==> config.mk <==
export PLATFORM = sky130hd
export DESIGN_NAME = pbscan_top
export DESIGN_NICKNAME = d
export VERILOG_FILES = /design/src/rtl/pbscan_pkg.sv /design/src/rtl/pbscan_mode_ctl.sv /design/src/rtl/pbscan_chain.sv /design/src/rtl/pbscan_pinmux.sv /design/src/rtl/pbscan_top.sv
export SDC_FILE = /design/constraint.sdc
export NUM_CORES = 1
export LEC_CHECK = 0
export ABC_CLOCK_PERIOD_IN_PS = 2000
export BUFFER_PORTS_ARGS = -buffer_cell sky130_fd_sc_hd__buf_4
export CAP_MARGIN = 20
export CORE_MARGIN = 2
export CORE_UTILIZATION = 33
export DETAILED_ROUTE_END_ITERATION = 8
export GPL_TIMING_DRIVEN = 0
export PLACE_DENSITY = 0.58
export SLEW_MARGIN = 20
export SYNTH_ARGS = -nofsm -noshare
export SYNTH_HDL_FRONTEND = slang
export SYNTH_SLANG_ARGS = --single-unit
==> constraint.sdc <==
create_clock -name clk -period 2 [get_ports clk]
set_clock_uncertainty 0.1 [all_clocks]
set_input_delay 0.5 -clock clk [delete_from_list [all_inputs] [get_ports clk]]
set_output_delay 0.5 -clock clk [all_outputs]
set_load 0.02 [all_outputs]
==> src/rtl/pbscan_pkg.sv <==
package pbscan_pkg;

    // Operation applied to the chain on a given block clock
    typedef enum logic [1:0] {
        OP_HOLD    = 2'd0,
        OP_CAPTURE = 2'd1,
        OP_SHIFT   = 2'd2
    } chain_op_e;

endpackage

==> src/rtl/pbscan_mode_ctl.sv <==
module pbscan_mode_ctl
    import pbscan_pkg::*;
#(
    parameter int SYNC_STAGES = 2
) (
    input  logic      clk,
    input  logic      por_n,
    input  logic      scan_en_i,
    input  logic      sck_pin_i,
    input  logic      shift_pin_i,
    output logic      mode_o,
    output chain_op_e op_o
);

    typedef struct packed {
        logic                   mode;
        logic [SYNC_STAGES-1:0] sck;
        logic [SYNC_STAGES-1:0] sh;
        logic                   sck_last;
    } ctl_state_t;

    ctl_state_t st_d, st_q;
    logic       sck_now;
    logic       sh_now;
    logic       sck_rise;

    always_comb begin
        st_d      = st_q;
        sck_now   = st_q.sck[SYNC_STAGES-1];
        sh_now    = st_q.sh[SYNC_STAGES-1];
        sck_rise  = sck_now & ~st_q.sck_last;

        // sticky latch: only power-on reset clears it
        st_d.mode     = st_q.mode | scan_en_i;
        st_d.sck      = {st_q.sck[SYNC_STAGES-2:0], sck_pin_i};
        st_d.sh       = {st_q.sh[SYNC_STAGES-2:0], shift_pin_i};
        st_d.sck_last = sck_now;

        op_o = OP_HOLD;
        if (st_q.mode && sck_rise) begin
            op_o = sh_now ? OP_SHIFT : OP_CAPTURE;
        end
    end

    always_ff @(posedge clk or negedge por_n) begin
        if (!por_n) begin
            st_q <= '0;
        end else begin
            st_q <= st_d;
        end
    end

    assign mode_o = st_q.mode;


    mode_sticky_chk: assert property (@(posedge clk) disable iff (!por_n)
        st_q.mode |=> st_q.mode);


    no_entry_chk: assert property (@(posedge clk) disable iff (!por_n)
        (!st_q.mode && !scan_en_i) |=> !st_q.mode);


    op_needs_mode_chk: assert property (@(posedge clk) disable iff (!por_n)
        (op_o != OP_HOLD) |-> st_q.mode);

endmodule

==> src/rtl/pbscan_chain.sv <==
module pbscan_chain
    import pbscan_pkg::*;
#(
    parameter int                  CHAIN_LEN = 16,
    parameter logic [CHAIN_LEN-1:0] ZERO_MASK = 16'h0421
) (
    input  logic                 clk,
    input  logic                 por_n,
    input  chain_op_e            op_i,
    input  logic [CHAIN_LEN-1:0] probe_i,
    output logic                 tail_o
);

    logic [CHAIN_LEN-1:0] chain_d, chain_q;
    logic [CHAIN_LEN-1:0] cap_val;

    // reserved positions are tied to zero
    for (genvar g = 0; g < CHAIN_LEN; g++) begin : g_cap
        if (ZERO_MASK[g]) begin : g_zero
            assign cap_val[g] = 1'b0;
        end else begin : g_live
            assign cap_val[g] = probe_i[g];
        end
    end

    always_comb begin
        chain_d = chain_q;
        case (op_i)
            OP_CAPTURE: chain_d = cap_val;
            OP_SHIFT:   chain_d = {chain_q[CHAIN_LEN-2:0], 1'b0};
            default:    chain_d = chain_q;
        endcase
    end

    always_ff @(posedge clk or negedge por_n) begin
        if (!por_n) begin
            chain_q <= '0;
        end else begin
            chain_q <= chain_d;
        end
    end

    assign tail_o = chain_q[CHAIN_LEN-1];


    cap_zero_chk: assert property (@(posedge clk) disable iff (!por_n)
        (op_i == OP_CAPTURE) |=> ((chain_q & ZERO_MASK) == '0));


    shift_move_chk: assert property (@(posedge clk) disable iff (!por_n)
        (op_i == OP_SHIFT) |=>
            (chain_q[CHAIN_LEN-1:1] == $past(chain_q[CHAIN_LEN-2:0])) && !chain_q[0]);


    hold_stable_chk: assert property (@(posedge clk) disable iff (!por_n)
        (op_i == OP_HOLD) |=> $stable(chain_q));

endmodule

==> src/rtl/pbscan_pinmux.sv <==
module pbscan_pinmux (
    input  logic scan_active_i,
    input  logic pin_cs_n,
    input  logic pin_rst,
    input  logic pin_mode,
    input  logic pin_wstb_i,
    input  logic tail_i,
    output logic core_cs_n_o,
    output logic core_rst_o,
    output logic core_mode_o,
    output logic core_wstb_o,
    output logic pad_o,
    output logic pad_oe_o
);

    always_comb begin
        if (scan_active_i) begin
            core_cs_n_o = 1'b1;
            core_rst_o  = 1'b0;
            core_mode_o = 1'b0;
            core_wstb_o = 1'b0;
            pad_o       = tail_i;
            pad_oe_o    = ~pin_mode;
        end else begin
            core_cs_n_o = pin_cs_n;
            core_rst_o  = pin_rst;
            core_mode_o = pin_mode;
            core_wstb_o = pin_wstb_i;
            pad_o       = 1'b0;
            pad_oe_o    = 1'b0;
        end
    end

endmodule

==> src/rtl/pbscan_top.sv <==
module pbscan_top
    import pbscan_pkg::*;
#(
    parameter int                  CHAIN_LEN   = 16,
    parameter logic [CHAIN_LEN-1:0] ZERO_MASK   = 16'h0421,
    parameter int                  SYNC_STAGES = 2
) (
    input  logic                 clk,
    input  logic                 por_n,
    input  logic                 pin_scan_en,
    input  logic                 pin_cs_n,
    input  logic                 pin_rst,
    input  logic                 pin_mode,
    input  logic                 pin_wstb_i,
    input  logic [CHAIN_LEN-1:0] probe_i,
    output logic                 scan_active_o,
    output logic                 core_cs_n_o,
    output logic                 core_rst_o,
    output logic                 core_mode_o,
    output logic                 core_wstb_o,
    output logic                 wstb_pad_o,
    output logic                 wstb_pad_oe_o
);

    logic      mode_q;
    chain_op_e op;
    logic      tail;

    pbscan_mode_ctl #(.SYNC_STAGES(SYNC_STAGES)) u_mode (
        .clk        (clk),
        .por_n      (por_n),
        .scan_en_i  (pin_scan_en),
        .sck_pin_i  (pin_cs_n),
        .shift_pin_i(pin_rst),
        .mode_o     (mode_q),
        .op_o       (op)
    );

    pbscan_chain #(.CHAIN_LEN(CHAIN_LEN), .ZERO_MASK(ZERO_MASK)) u_chain (
        .clk    (clk),
        .por_n  (por_n),
        .op_i   (op),
        .probe_i(probe_i),
        .tail_o (tail)
    );

    // enable pin gates the mux immediately; latch keeps it afterwards
    assign scan_active_o = mode_q | pin_scan_en;

    pbscan_pinmux u_mux (
        .scan_active_i(scan_active_o),
        .pin_cs_n     (pin_cs_n),
        .pin_rst      (pin_rst),
        .pin_mode     (pin_mode),
        .pin_wstb_i   (pin_wstb_i),
        .tail_i       (tail),
        .core_cs_n_o  (core_cs_n_o),
        .core_rst_o   (core_rst_o),
        .core_mode_o  (core_mode_o),
        .core_wstb_o  (core_wstb_o),
        .pad_o        (wstb_pad_o),
        .pad_oe_o     (wstb_pad_oe_o)
    );


    oe_gate_chk: assert property (@(posedge clk) disable iff (!por_n)
        wstb_pad_oe_o |-> (scan_active_o && !pin_mode));


    core_quiet_chk: assert property (@(posedge clk) disable iff (!por_n)
        scan_active_o |-> (core_cs_n_o && !core_rst_o && !core_mode_o && !core_wstb_o));


    active_sticky_chk: assert property (@(posedge clk) disable iff (!por_n)
        mode_q |=> scan_active_o);

endmodule

# [Yosys cells after proc, flatten, opt, wreduce, memory -nomap -nowiden]
# Cells that the tools add are included.
[totals] register_bits=22 out_inout_bits=7 elab_cells=22
[op_classes] eq_ne=2 mux=9 bitwise_logic=4 n_reduce_logical=2
[op_table] operator="16-bit case mux with 2 select lines" count=1
[op_table] operator="1-bit two-way mux" count=6
[op_table] operator="2-bit two-way mux" count=2
[op_table] operator="2-bit by 1-bit equality test with 1-bit output (second input constant)" count=1
[op_table] operator="2-bit equality test (second input constant)" count=1
[op_table] operator="1-bit NOT" count=2
[op_table] operator="2-bit nonzero test" count=1
[op_table] operator="1-bit AND" count=1
[op_table] operator="1-bit logical AND" count=1
[op_table] operator="1-bit bitwise OR" count=1

# [Longest topological paths before layout]
# Gate-level depths: netlist of the first run.
[depth] depth_word=6 mapped_depth=4 ltp_nobuf=2

# [Hierarchy]
# From an unflattened synthesis of the first run, not the netlist that was laid out.
[hier_totals] hier_cells=84 area_unflattened_um2=938.4
[modules_own_cells] module="pbscan_chain" instances=1 cells_each=68 area_each_um2=714.4 seq_area_each_um2=375.4
[modules_own_cells] module="pbscan_mode_ctl" instances=1 cells_each=9 area_each_um2=180.2 seq_area_each_um2=150.1
[modules_own_cells] module="pbscan_pinmux" instances=1 cells_each=6 area_each_um2=37.5 seq_area_each_um2=0.0
[modules_own_cells] module="pbscan_top" instances=1 cells_each=1 area_each_um2=6.3 seq_area_each_um2=0.0

# [Worst setup path after synthesis of the first run]
# OpenSTA, ideal clock, no wires.
[synth_timing] path_type="input port to output port" start="input port pin_scan_en" end="output port core_mode_o" arrival_ns=0.972 t_required_ns=1.400 setup_slack_ns=0.428 stages=2 path_cell_list="nor2_1 and2_1"
[synth_via] elab_chain_cells=2
[synth_lines] element="start: declaration" line="pbscan_top.sv:10" source="input logic pin_scan_en,"
[synth_lines] element="1-bit bitwise OR" line="pbscan_top.sv:48" source="assign scan_active_o = mode_q | pin_scan_en;"
[synth_lines] element="1-bit two-way mux" line="pbscan_pinmux.sv:17" source="if (scan_active_i) begin"
[synth_lines] element="end: declaration" line="pbscan_top.sv:19" source="output logic core_mode_o,"
# No other way between the ends.

# [Worst setup path in the final report of the first run]
[layout_timing] start="register u_mode.st_q (netlist bit u_mode.mode_o)" end="output port core_wstb_o"
[layout_via] elab_chain_cells=2
[layout_lines] element="start: declaration" line="pbscan_mode_ctl.sv:22" source="ctl_state_t st_d, st_q;"
[layout_lines] element="start signal: assignment" line="pbscan_mode_ctl.sv:49" source="st_q <= st_d;"
[layout_lines] element="1-bit bitwise OR" line="pbscan_top.sv:48"
[layout_lines] element="1-bit two-way mux" line="pbscan_pinmux.sv:17"
[layout_lines] element="end: declaration" line="pbscan_top.sv:20" source="output logic core_wstb_o,"
# No other way between the ends.

==> run_results.csv, run 1 <==
group,metric,value,unit
pwr,p_per_area,776,nW/um^2
synthesis,synth-edff-count,0,
grt,grt_overflow_total,0,
synthesis,synth_ff_type,"dfrtp_1",
clock_tree,postCtsSetupBuffers,0,
synthesis,synth-seq-cells,21,
floorplan,rows,20,
synthesis,synth.yosys.seq_area_share,52.2,%
timing,relSlewSlack,81.1,%
synthesis,synth_area_leader_cell,"dfrtp_1",
clock_tree,numCtsBuffers,3,
floorplan,die_w,59.2,microns
floorplan,ios,30,
placement,port_buffers,26,
floorplan,fp.dieArea,3510,sq um
detailed_routing,drc,0,
timing,worst_slack,127,ps
timing,tightest_slew,282,ps
setup_path,cp-end-kind,"primary output",
timing,hold_violations,0,
detailed_routing,vias_per_cell,4.57,
clock_tree,clk_latency,300,ps
clock_tree,cts.reportedPaths.clkPinSlew,120,ps
detailed_routing,antenna_left,0,
layout,area_growth_syn_to_layout,27.2,%
synthesis,synth_area_per_cell,15.2,sq um
clock_tree,clockBufferDepth,2,
synthesis,synth_async_sr_flop_share,100,%
layout,regArea,526,sq um
floorplan,fp.dieH,59.2,microns
timing,slew_violations,0,
layout,multiInputGateArea,422,sq um
clock_tree,cts_sinks,21,
clock_tree,root_buffer,"clkbuf_4",
synthesis,synthTopCellsByArea,"dfrtp_1, mux2_4, mux2_2",
timing,setup_viol,0,
placement,pre_cts_ws,221,ps
synthesis,syn_inst,66,
layout,fillers,272,
synthesis,synthDistinctLibCells,15,
setup_path,worstPathCellList,"nor2_1, and2_1, buf_4",
run,max_cap_violations,0,
grt,grt_pass1_vias,640,
layout,diodes,0,
layout,drive_above_1_share,61.9,%
floorplan,fp.coreArea,2980,sq um
synthesis,netlist_area,1010,sq um
timing,clock.fmax,534,MHz
setup_path,arrival,1270,ps
synthesis,synth_top_cells_by_count,"dfrtp_1, mux2_4, mux2_2",
detailed_routing,wl,1610,microns
synthesis,synth.top_cell.area_share,52.2,%
setup_path,critical_path_class,"register to primary output",
setup_path,worstPathRequired,1400,ps
layout,final_core_util,43.0,%
synthesis,synth_warnings,0,
clock_tree,cts_tree,"done",
timing,tns,0,ps
layout,nets,121,
setup_path,slowest_stage,"dfrtp_1",
placement,post-dp-hpwl,1170,microns
detailed_routing,wl_per_cell,12.4,microns
synthesis,syn-num-nets,89,
min_path,hp-class,"primary input to register",
grt,grtUsageTotal,10.7,%
detailed_routing,first_iter_violations,23,
setup_path,cp-start-kind,"register",
placement,gp_congestion,0.686,
timing,fin_crit_sh,93.7,%
detailed_routing,vias,594,
timing,period_needed,1870,ps
pwr,peakVddDrop,0.000412,V
status,outcome,"complete, no violations",
timing,rsz0062_at_grt,"no",
synthesis,synth_most_common_cell,"dfrtp_1",
detailed_routing,dr.pass1.iters,3,
setup_path,critPathMaxFanout,6,
grt,antenna_found_initial,0,
clock_tree,cts.htree.levels,1,
grt,grt_pass1_wl,2730,microns
floorplan,initial_core_util,33.8,%
grt,grt_max_degree,22,
pwr,power.leakage,0.000629,uW
setup_path,cpPeakStageDelay,410,ps
logic make-up (layout without fill, tap and decap cells):
| logic type | after synthesis | in the layout | synth area share, % |
|---|---|---|---|
| buf+inv | 7 | 38 | 5.85 |
| flops | 21 | 21 | 52.2 |
| mux | 27 | 27 | 35.6 |
| simple gates | 11 | 11 | 6.35 |
layout make-up:
cell class	instances	area share, %
well taps	33	3.23
multi-input cells	38	32.9
flip-flops and latches	21	41.1
inverters	3	0.880
clock inverters	1	0.391
plain buffers	4	3.71
repair buffers	27	16.0
clock buffers	3	1.76
state kept, by name, indices dropped and copies added (netlist names):
register         cells
u_chain.chain_q     15
u_mode.sck_now       1
u_mode.sh_now        1
u_mode.st_d          2
u_mode.st_q          1
u_mode.mode_o        1
worst max-delay path: cells and delay by family (launching register included):
family / cells / cell delay [ps]
buffers and inverters: 1 / 140
DFF: 1 / 410
and+or+nand+nor: 2 / 420
repair_timing:
item,CTS,global route
hold buffers,1,0
hold endpoints to repair,21,0
gates resized for setup,0,0
cell usage in the layout (no fill, tap or decap), drive strengths merged:
cell         netlist  final
buf                4     30
mux2              25     25
dfrtp             21     21
inv                3      3
and2               3      3
clkbuf             0      3
nor2               2      2
nand2              2      2
mux2i              2      2
nor2b              1      1
or3                1      1
and3b              1      1
and2b              1      1
clkinv             0      1
dlygate4sd3        0      1
report_power, final:
part / internal (uW) / switching (uW) / total [uW]
Combinational: 176 / 75.7 / 252
Clock: 74.5 / 125 / 199
Sequential: 504 / 38.5 / 542
Total: 755 / 239 / 993
routing by layer:
metal	part of all wire [%]	GRT usage, %	vias up
met2	47	18.4	21
li1	-	-	283
met5	0	0	-
met3	6.4	4.59	2
met4	0.50	1.95	0
met1	46	12.4	288
per-stage QoR:
step                      instances  area (sq um)  total power (uW)  hold WS, ps
final                           130          1280               993          200
after global routing            130          1280              1060          171
after CTS                       130          1280              1010          187
after detailed placement        125          1240               804          240
after global placement          125          1240               799          232
after floorplan                  66          1010               728          104
path summary, 6_finish.rpt:
check / start / end / slack [ps] / cells after the start
setup reg to reg: u_mode.st_q[0] / u_chain.chain_q[12] / 520 / 4
setup / recovery: u_mode.mode_o / core_wstb_o / 130 / 3
hold reg to reg: u_mode.st_d[4] / u_mode.sck_now / 270 / 0
max in group asynchronous: por_n / u_chain.chain_q[8] / 1070 / 2
hold / removal: pin_rst / u_mode.st_d[2] / 200 / 1
min in group asynchronous: por_n / u_chain.chain_q[1] / 500 / 2
Note: power is estimated with default switching activity, not from simulation.
==> inputs of run 2 (changes only) <==
--- a/config.mk
+++ b/config.mk
@@ -8,7 +8,7 @@
 export ABC_CLOCK_PERIOD_IN_PS = 2000
 export BUFFER_PORTS_ARGS = -buffer_cell sky130_fd_sc_hd__buf_4
 export CAP_MARGIN = 20
-export CORE_MARGIN = 2
+export CORE_MARGIN = 4
 export CORE_UTILIZATION = 33
 export DETAILED_ROUTE_END_ITERATION = 8
 export GPL_TIMING_DRIVEN = 0
==> run 2 against run 1 <==
Against the previous run:
- clock power hardly changed
- worst setup slack better by 40 ps
- power is 0.26% higher
- critical path depth is 1 lower
- utilization is 2.3 points higher
- sequential power hardly changed
- register-to-register slack hardly changed
- design area stayed put
- highest routed layer unchanged
==> run_results.csv, run 2 (synthesis gave the netlist of run 1 again) <==
group,metric,value,unit
status,outcome,"complete, no violations",
grt,grt_max_degree,22,
grt,grt_pass1_wl,3110,microns
pwr,peakVddDrop,0.000388,V
clock_tree,clockBufferDepth,2,
clock_tree,cts_tree,"done",
grt,antenna_found_initial,0,
grt,grt_overflow_total,0,
layout,largest_reg_flops,15,
floorplan,ios,30,
detailed_routing,dr.pass1.iters,2,
clock_tree,postCtsSetupBuffers,0,
pwr,p_comb_share,25.6,%
pwr,power.leakage,0.000628,uW
setup_path,critPathMaxFanout,3,
pwr,sequentialPowerShare,54.5,%
layout,largest-register,"u_chain.chain_q",
layout,area_growth_syn_to_layout,27.2,%
detailed_routing,wl_per_cell,13.3,microns
setup_path,crit_start,"u_mode.mode_o",
timing,rsz0062_at_grt,"no",
setup_path,slowest_stage,"dfrtp_1",
layout,nets,121,
layout,stdcell_count,128,
detailed_routing,wl,1700,microns
clock_tree,cts_sinks,21,
detailed_routing,drc,0,
clock_tree,cts.reportedPaths.clkPinSlew,110,ps
setup_path,critical_path_class,"register to primary output",
floorplan,rows,19,
layout,drive_above_1_share,62.9,%
timing,relSlewSlack,83.0,%
grt,grtUsageTotal,9.87,%
floorplan,die_w,63.2,microns
clock_tree,clk_latency,290,ps
setup_path,path_buf_inv,1,
pwr,p_per_area,778,nW/um^2
timing,holdWs,209,ps
setup_path,cp-start-kind,"register",
placement,port_buffers,26,
setup_path,r2r_cells,4,
clock_tree,root_buffer,"clkbuf_4",
pwr,switchingPower,241,uW
timing,clock.fmax,545,MHz
run,max_cap_violations,0,
setup_path,worstPathCellList,"or3_1, buf_4",
detailed_routing,vias,591,
placement,gp_congestion,0.706,
floorplan,fp.coreArea,2830,sq um
pwr,switching_share,24.2,%
detailed_routing,vias_per_cell,4.62,
floorplan,initial_core_util,35.6,%
setup_path,reg2reg_from,"u_mode.mode_o",
timing,hold_violations,0,
timing,period_needed,1830,ps
timing,setup_viol,0,
timing,tightest_slew,255,ps
setup_path,cp-end-kind,"primary output",
detailed_routing,antenna_left,0,
setup_path,r2r-end,"u_chain.chain_q[8]",
setup_path,r2r_slack,530,ps
layout,layout_common_cells,"buf_4, dfrtp_1, mux2_4, mux2_2",
detailed_routing,first_iter_violations,5,
floorplan,fp.dieArea,4000,sq um
floorplan,fp.dieH,63.2,microns
timing,fin_crit_sh,91.7,%
timing,tns,0,ps
placement,post-dp-hpwl,1290,microns
setup_path,arrival,1230,ps
setup_path,worstSetupEndpoint,"core_cs_n_o",
timing,slew_violations,0,
setup_path,critPathTopFamily,"flip-flops",
setup_path,cpPeakStageDelay,430,ps
setup_path,crit_cells,2,
clock_tree,numCtsBuffers,3,
setup_path,worstPathRequired,1400,ps
min_path,hold_start,"pin_rst",
clock_tree,cts.htree.levels,1,
layout,mostFrequentLayoutCell,"buf_4",
placement,place_inst,123,
pwr,intPower,755,uW
min_path,hp-class,"primary input to register",
layout,diodes,0,
grt,grt_pass1_vias,671,
pwr,p_clk_share,19.9,%
[run 2: what timing repair did]
action,in CTS,in global routing
gates resized for setup,0,1
endpoints found under the setup margin,0,3
hold endpoints to repair,21,0
hold buffers,1,0
[run 2: worst min path at each step]
stage               depth (start not counted)                  end  slack [ps]
global route                                1       u_mode.st_d[4]         190
detailed placement                          0        u_mode.sh_now         230
finish                                      1       u_mode.st_d[2]         210
global placement                            0        u_mode.sh_now         230
CTS                                         1       u_mode.st_d[4]         200
floorplan                                   0  u_chain.chain_q[10]         100
[run 2: power by group through the flow]
| stage | sequential [uW] | clock, uW | combinational [uW] |
|---|---|---|---|
| finish | 543 | 198 | 255 |
| global route | 555 | 225 | 280 |
| CTS | 544 | 204 | 260 |
| detailed placement | 552 | 0 | 255 |
| global placement | 549 | 0 | 250 |
| floorplan | 540 | 0 | 188 |
[run 2: area by class of cell]
class	instances	area (sq um)
clock inverters	1	5.00
well taps	31	38.8
multi-input cells	38	424
clock buffers	3	22.5
fillers	258	1550
repair buffers	27	205
flip-flops and latches	21	526
inverters	3	11.3
plain buffers	4	47.5
[run 2: metrics by stage]
stage | area, sq um | util (%) | setup slack (ps) | total power (uW)
floorplan | 1010 | - | 428 | 728
global placement | 1240 | 43.8 | 239 | 798
detailed placement | 1240 | 43.8 | 204 | 808
finish | 1280 | 45.2 | 167 | 996
CTS | 1280 | 45.2 | 85.8 | 1010
global route | 1280 | 45.2 | 80.1 | 1060
[run 2: per-layer routing]
| metal | wire length [microns] | part of all wire, % | vias up | track usage [%] |
|---|---|---|---|---|
| li1 | - | - | 283 | - |
| met1 | 754 | 44 | 290 | 12.2 |
| met2 | 833 | 49 | 16 | 16.1 |
| met3 | 90 | 5.3 | 2 | 1.78 |
| met4 | 19 | 1.1 | 0 | 5.66 |
| met5 | 0 | 0 | - | 0 |
